## src/rtl/gpio_pkg.sv

```systemverilog
// Package: register offsets shared by the port logic.
// Assumes the bus address is at least two bits wide.
package gpio_pkg;
    localparam int OFS_DATA = 0;   // stored output value, read muxed by direction
    localparam int OFS_PINS = 1;   // read-only synchronized pin view
    localparam int OFS_DIR  = 2;   // direction, 1 = output
endpackage

```

## src/rtl/pin_sync.sv

```systemverilog
// Module: two-flop synchronizer for the pad inputs.
// Assumes pin_in is asynchronous to clk. It has no reset on purpose, so the
// pin view keeps tracking the pads while the block is held in reset.
module pin_sync #(
    parameter int WIDTH = 8
) (
    input  logic             clk,
    input  logic [WIDTH-1:0] d,
    output logic [WIDTH-1:0] q
);
    logic [WIDTH-1:0] meta_q;

    // Two-stage capture of the asynchronous pad levels.
    always_ff @(posedge clk) begin
        meta_q <= d;
        q      <= meta_q;
    end
endmodule

```

## src/rtl/port_regs.sv

```systemverilog
// Module: output-value and direction registers with the bus read mux.
// Assumes a single-cycle write strobe and a combinational read of bus_addr.
module port_regs
    import gpio_pkg::*;
#(
    parameter int WIDTH  = 8,
    parameter int ADDR_W = 2
) (
    input  logic              clk,
    input  logic              rst_n,
    input  logic [ADDR_W-1:0] addr,
    input  logic              we,
    input  logic [WIDTH-1:0]  wdata,
    input  logic [WIDTH-1:0]  pins_s,
    output logic [WIDTH-1:0]  rdata,
    output logic [WIDTH-1:0]  data_q,
    output logic [WIDTH-1:0]  dir_q
);
    localparam logic [ADDR_W-1:0] A_DATA = ADDR_W'(OFS_DATA);
    localparam logic [ADDR_W-1:0] A_PINS = ADDR_W'(OFS_PINS);
    localparam logic [ADDR_W-1:0] A_DIR  = ADDR_W'(OFS_DIR);

    // Stored output value, cleared by reset.
    always_ff @(posedge clk) begin
        if (!rst_n)                      data_q <= '0;
        else if (we && addr == A_DATA)   data_q <= wdata;
    end

    // Direction register, all inputs after reset.
    always_ff @(posedge clk) begin
        if (!rst_n)                      dir_q <= '0;
        else if (we && addr == A_DIR)    dir_q <= wdata;
    end

    // Read mux; the output-value offset picks per bit by direction.
    always_comb begin
        case (addr)
            A_DATA:  rdata = (dir_q & data_q) | (~dir_q & pins_s);
            A_PINS:  rdata = pins_s;
            A_DIR:   rdata = dir_q;
            default: rdata = '0;
        endcase
    end

    p_data_wr_r2: assert property (@(posedge clk) disable iff (!rst_n)
        (we && addr == A_DATA) |=> data_q == $past(wdata));

    p_pins_wr_noeff_r5: assert property (@(posedge clk) disable iff (!rst_n)
        (we && addr == A_PINS) |=> ($stable(data_q) && $stable(dir_q)));

    p_unmapped_wr_r10: assert property (@(posedge clk) disable iff (!rst_n)
        (we && addr != A_DATA && addr != A_PINS && addr != A_DIR)
        |=> ($stable(data_q) && $stable(dir_q)));

    p_dir_hold_r3: assert property (@(posedge clk) disable iff (!rst_n)
        !(we && addr == A_DIR) |=> $stable(dir_q));
endmodule

```

## src/rtl/pin_mux.sv

```systemverilog
// Module: per-pin output selection between GPIO and the serial interfaces.
// Assumes interface k owns pin 2k (receive) and pin 2k+1 (transmit), and
// that 2*NUM_SER <= WIDTH. The enabled interface always wins over GPIO.
module pin_mux #(
    parameter int WIDTH   = 8,
    parameter int NUM_SER = 2
) (
    input  logic [WIDTH-1:0]   data_q,
    input  logic [WIDTH-1:0]   dir_q,
    input  logic [WIDTH-1:0]   pins_s,
    input  logic [NUM_SER-1:0] ser_en,
    input  logic [NUM_SER-1:0] ser_tx,
    output logic [WIDTH-1:0]   pin_out,
    output logic [WIDTH-1:0]   pin_oe,
    output logic [NUM_SER-1:0] ser_rx
);
    localparam int OWNED_PINS = 2 * NUM_SER;

    for (genvar p = 0; p < WIDTH; p++) begin : g_pin
        if (p < OWNED_PINS) begin : g_owned
            localparam int K = p / 2;
            if (p % 2 == 1) begin : g_tx
                // Transmit pin: interface drives and enables the pad.
                assign pin_oe[p]  = ser_en[K] ? 1'b1      : dir_q[p];
                assign pin_out[p] = ser_en[K] ? ser_tx[K] : data_q[p];
            end else begin : g_rx
                // Receive pin: pad driver forced off.
                assign pin_oe[p]  = ser_en[K] ? 1'b0 : dir_q[p];
                assign pin_out[p] = ser_en[K] ? 1'b0 : data_q[p];
            end
        end else begin : g_plain
            // Plain GPIO pin.
            assign pin_oe[p]  = dir_q[p];
            assign pin_out[p] = data_q[p];
        end
    end

    for (genvar k = 0; k < NUM_SER; k++) begin : g_rx_route
        // Receive line idles high while the interface is off.
        assign ser_rx[k] = ser_en[k] ? pins_s[2*k] : 1'b1;
    end
endmodule

```

## src/rtl/gpio_port_ovr.sv

```systemverilog
// Module: top of the GPIO port. Synchronizes the pads, holds the port
// registers and selects between GPIO and serial control per pin.
// Assumes a synchronous active-low reset and that 2*NUM_SER <= WIDTH.
module gpio_port_ovr #(
    parameter int WIDTH   = 8,
    parameter int NUM_SER = 2,
    parameter int ADDR_W  = 2
) (
    input  logic               clk,
    input  logic               rst_n,
    input  logic [ADDR_W-1:0]  bus_addr,
    input  logic               bus_we,
    input  logic [WIDTH-1:0]   bus_wdata,
    output logic [WIDTH-1:0]   bus_rdata,
    input  logic [WIDTH-1:0]   pin_in,
    output logic [WIDTH-1:0]   pin_out,
    output logic [WIDTH-1:0]   pin_oe,
    input  logic [NUM_SER-1:0] ser_en,
    input  logic [NUM_SER-1:0] ser_tx,
    output logic [NUM_SER-1:0] ser_rx
);
    localparam int OWNED_PINS = 2 * NUM_SER;
    localparam logic [ADDR_W-1:0] A_DIR = ADDR_W'(gpio_pkg::OFS_DIR);

    logic [WIDTH-1:0] pins_s;
    logic [WIDTH-1:0] data_q;
    logic [WIDTH-1:0] dir_q;

    pin_sync #(.WIDTH(WIDTH)) i_sync (
        .clk (clk),
        .d   (pin_in),
        .q   (pins_s)
    );

    port_regs #(.WIDTH(WIDTH), .ADDR_W(ADDR_W)) i_regs (
        .clk    (clk),
        .rst_n  (rst_n),
        .addr   (bus_addr),
        .we     (bus_we),
        .wdata  (bus_wdata),
        .pins_s (pins_s),
        .rdata  (bus_rdata),
        .data_q (data_q),
        .dir_q  (dir_q)
    );

    pin_mux #(.WIDTH(WIDTH), .NUM_SER(NUM_SER)) i_mux (
        .data_q  (data_q),
        .dir_q   (dir_q),
        .pins_s  (pins_s),
        .ser_en  (ser_en),
        .ser_tx  (ser_tx),
        .pin_out (pin_out),
        .pin_oe  (pin_oe),
        .ser_rx  (ser_rx)
    );

    for (genvar k = 0; k < NUM_SER; k++) begin : g_chk_ser
        p_ser_owns_r7: assert property (@(posedge clk) disable iff (!rst_n)
            ser_en[k] |-> (pin_oe[2*k+1] && !pin_oe[2*k]
                           && pin_out[2*k+1] == ser_tx[k]));
    end

    for (genvar p = OWNED_PINS; p < WIDTH; p++) begin : g_chk_dir
        p_dir_to_oe_r3: assert property (@(posedge clk) disable iff (!rst_n)
            (bus_we && bus_addr == A_DIR) |=> pin_oe[p] == $past(bus_wdata[p]));
    end
endmodule

```

## config.mk

```make
export PLATFORM = sky130hd
export DESIGN_NAME = gpio_port_ovr
export DESIGN_NICKNAME = d
export VERILOG_FILES = /design/src/rtl/gpio_pkg.sv /design/src/rtl/pin_sync.sv /design/src/rtl/port_regs.sv /design/src/rtl/pin_mux.sv /design/src/rtl/gpio_port_ovr.sv
export SDC_FILE = /design/constraint.sdc
export NUM_CORES = 1
export LEC_CHECK = 0
export BUFFER_PORTS_ARGS = -buffer_cell sky130_fd_sc_hd__buf_4
export CAP_MARGIN = 15
export CORE_UTILIZATION = 45
export CTS_CLUSTER_DIAMETER = 40
export DETAILED_ROUTE_END_ITERATION = 10
export GPL_TIMING_DRIVEN = 0
export PLACE_DENSITY = 0.78
export SYNTH_ARGS = -nofsm -noshare
export SYNTH_HDL_FRONTEND = slang
export SYNTH_SLANG_ARGS = --single-unit
```

## constraint.sdc

```tcl
create_clock -name clk -period 2 [get_ports clk]
set_input_delay 0.1 -clock clk [delete_from_list [all_inputs] [get_ports clk]]
set_output_delay 0.1 -clock clk [all_outputs]
set_load 0.02 [all_outputs]
```

==> flow_metrics.py <==
metrics = {
    "outcome": {
        "status": "completed",
    },
    "pwr": {
        "ir_drop_uv": 702,
        "p_per_area_nw_per_um2": 679,
        "leakage_uw": 0.000923,
        "total_power_uw": 1260,
    },
    "place": {
        "hpwl_um": 1930,
        "dp.cells": 210,
        "port_buffers": 49,
        "place.gp.congestion": 0.713,
    },
    "setup_path": {
        "critical_path_required_ns": 1.90,
        "worst-r2r-cell-count": 2,
        "cp_slowest_cell": "dfxtp_1",
        "cp_max_fo": 3,
        "cp_slowest_stage_delay_ns": 0.36,
        "critPathKind": "flip-flop to output pin",
        "worstPathCellList": "nor2b_1, mux2i_1, buf_4",
        "crit_arrival_ns": 1.24,
        "critical_path.startpoint_type": "flip-flop",
        "worstSetupEndpointType": "output pin",
    },
    "global_route": {
        "overflow": 0,
        "antenna_found_initial": 0,
        "grt_max_degree": 11,
        "grt_pass1_vias": 1024,
        "grt_usage": 0.191,
        "grt_first_pass_wirelength_um": 4500,
    },
    "clock_network": {
        "cts_root_buf": "clkbuf_4",
        "cts_buffer_depth": 2,
        "cts_resized": 0,
        "cts_made_buffers": 5,
        "cts_tree": "built",
        "clkTransAtPathRegs_ns": 0.09,
        "cts_sinks": 32,
        "clk_latency_ns": 0.32,
        "h-tree-depth": 2,
    },
    "timing": {
        "hold_viol": 0,
        "timing.final.setup_violations": 0,
        "grt_setup_unrepaired": "false",
        "setup_tns_ns": 0,
        "tightestPinTransition_ns": 0.217,
        "period_share": 0.669,
        "fmax_mhz": 748,
        "max-slew-margin-rel": 0.855,
        "period_minus_slack_ns": 1.34,
        "fin_skew_ns": 0.000116,
        "slew_violations": 0,
    },
    "cells_and_area": {
        "nFillCells": 227,
        "antenna_cells": 0,
        "final_util": 0.670,
        "layout-drive-gt1-share": 0.379,
        "area_delta_synth_final_pct": 41.9,
        "fin_nets": 219,
        "multiInputGateArea_sq_um": 553,
        "seq_area_sq_um": 641,
        "final_cells": 226,
    },
    "drt": {
        "wirelength_um": 2730,
        "ant_nets": 0,
        "wl_per_cell_um": 12.1,
        "vias": 1068,
        "detail_route.vias_per_cell": 4.73,
        "drtPass1Iterations": 4,
        "drt_iter0_markers": 28,
        "drcViolationCount": 0,
    },
    "synthesis": {
        "ys_types": 13,
        "yosysWarnings": 0,
        "seq_area_frac_synth": 0.492,
        "syn_nets": 155,
        "syn-mean-instance-area_sq_um": 10.0,
        "ys_ff_latch": 32,
        "netlist_area_sq_um": 1300,
        "synthCells": 130,
    },
    "die": {
        "core-area_sq_um": 2760,
        "die_w_um": 55.8,
        "die_h_um": 55.8,
        "dieArea_sq_um": 3110,
        "ioPinCount": 51,
        "row_count": 19,
        "start_util": 0.472,
    },
    "min_path": {
        "hold_class": "primary input to flip-flop",
        "min_path_cells": 3,
    },
    "run": {
        "cap_violations": 0,
    },
}
-- final cells by class --
cell class	instances	area share
Sequential cell	32	0.347
Multi-Input combinational cell	84	0.299
Timing Repair Buffer	57	0.242
Buffer	14	0.0589
Clock buffer	8	0.0318
Tap cell	31	0.0210
-- per-stage QoR --
stage	setup slack (ns)	cell area, sq um	hold WS [ns]
after global placement	1.06	1710	0.204
after detailed placement	1.02	1710	0.205
after global routing	0.593	1850	0.0420
final	0.662	1850	0.0484
after CTS	0.647	1850	0.0399
after floorplan	0.993	1300	0.128
-- kinds of logic (layout without fill, tap and decap cells) --
kind of cell	after synthesis	in the layout	synth area share
multiplexers	26	26	0.202
flip-flops	32	32	0.492
AND/OR/NAND/NOR	58	58	0.223
buffers and inverters	14	79	0.0836
-- layout by cell type, fill, tap and decap left out --
cell type,count
buf_4,57
nand2_1,24
clkbuf_1,2
nand2b_1,16
nand3b_1,1
clkbuf_8,1
mux2i_1,24
or2_2,2
nor3b_2,1
dfxtp_1,32
mux2_2,2
nor2b_1,6
nor2_1,8
dlygate4sd3_1,8
clkbuf_4,5
buf_2,3
buf_6,3
-- worst max-delay path, delay by kind of cell, from the launching register on --
kind,cells,cell delay (ns)
and+or+nand+nor,1,0.17
muxes,1,0.21
DFF,1,0.36
buffers and inverters,1,0.17
-- report_power, final --
group          switching (uW)  total, uW  internal, uW
registers                12.9        678           665
logic                    94.5        208           114
clock network             196        369           173
total                     304       1260           952
-- routing by layer --
layer  wire, um  vias to the layer above  GRT usage
li1           -                      535          -
met1       1180                      497      0.217
met2       1380                       31      0.337
met3        120                        5     0.0419
met4         46                        0     0.0964
met5          0                        -          0
-- final timing paths --
| kind | from | endpoint | slack, ns |
|---|---|---|---|
| setup / recovery | i_regs.dir_q[0]$_SDFFE_PN0P_ | bus_rdata[0] | 0.66 |
| hold / removal | bus_wdata[0] | i_regs.dir_q[0]$_SDFFE_PN0P_ | 0.05 |
| setup reg to reg | i_regs.data_q[1]$_SDFFE_PN0P_ | i_regs.data_q[1]$_SDFFE_PN0P_ | 1.37 |
| hold reg to reg | i_sync.meta_q[6]$_DFF_P_ | i_sync.q[6]$_DFF_P_ | 0.33 |
-- synthesized netlist by cell type, drive strengths merged --
library cell	n	area [sq um]
buf	14	109
nand3b	1	7.51
mux2	2	22.5
nor2	8	30.0
nand2	24	90.1
mux2i	24	240
nor2b	6	37.5
dfxtp	32	641
nand2b	16	100
nor3b	1	12.5
or2	2	12.5
-- flip-flops by register name, summed over array words and instances, names as in the netlist --
register       cells
i_regs.dir_q       8
i_regs.data_q      8
i_sync.meta_q      8
i_sync.q           8
-- timing repair --
action,in CTS,in global routing
buffers inserted,0,0
hold buffers,8,0
endpoints found under the hold margin,8,0
No activity file was read; power rests on OpenSTA's default activity.
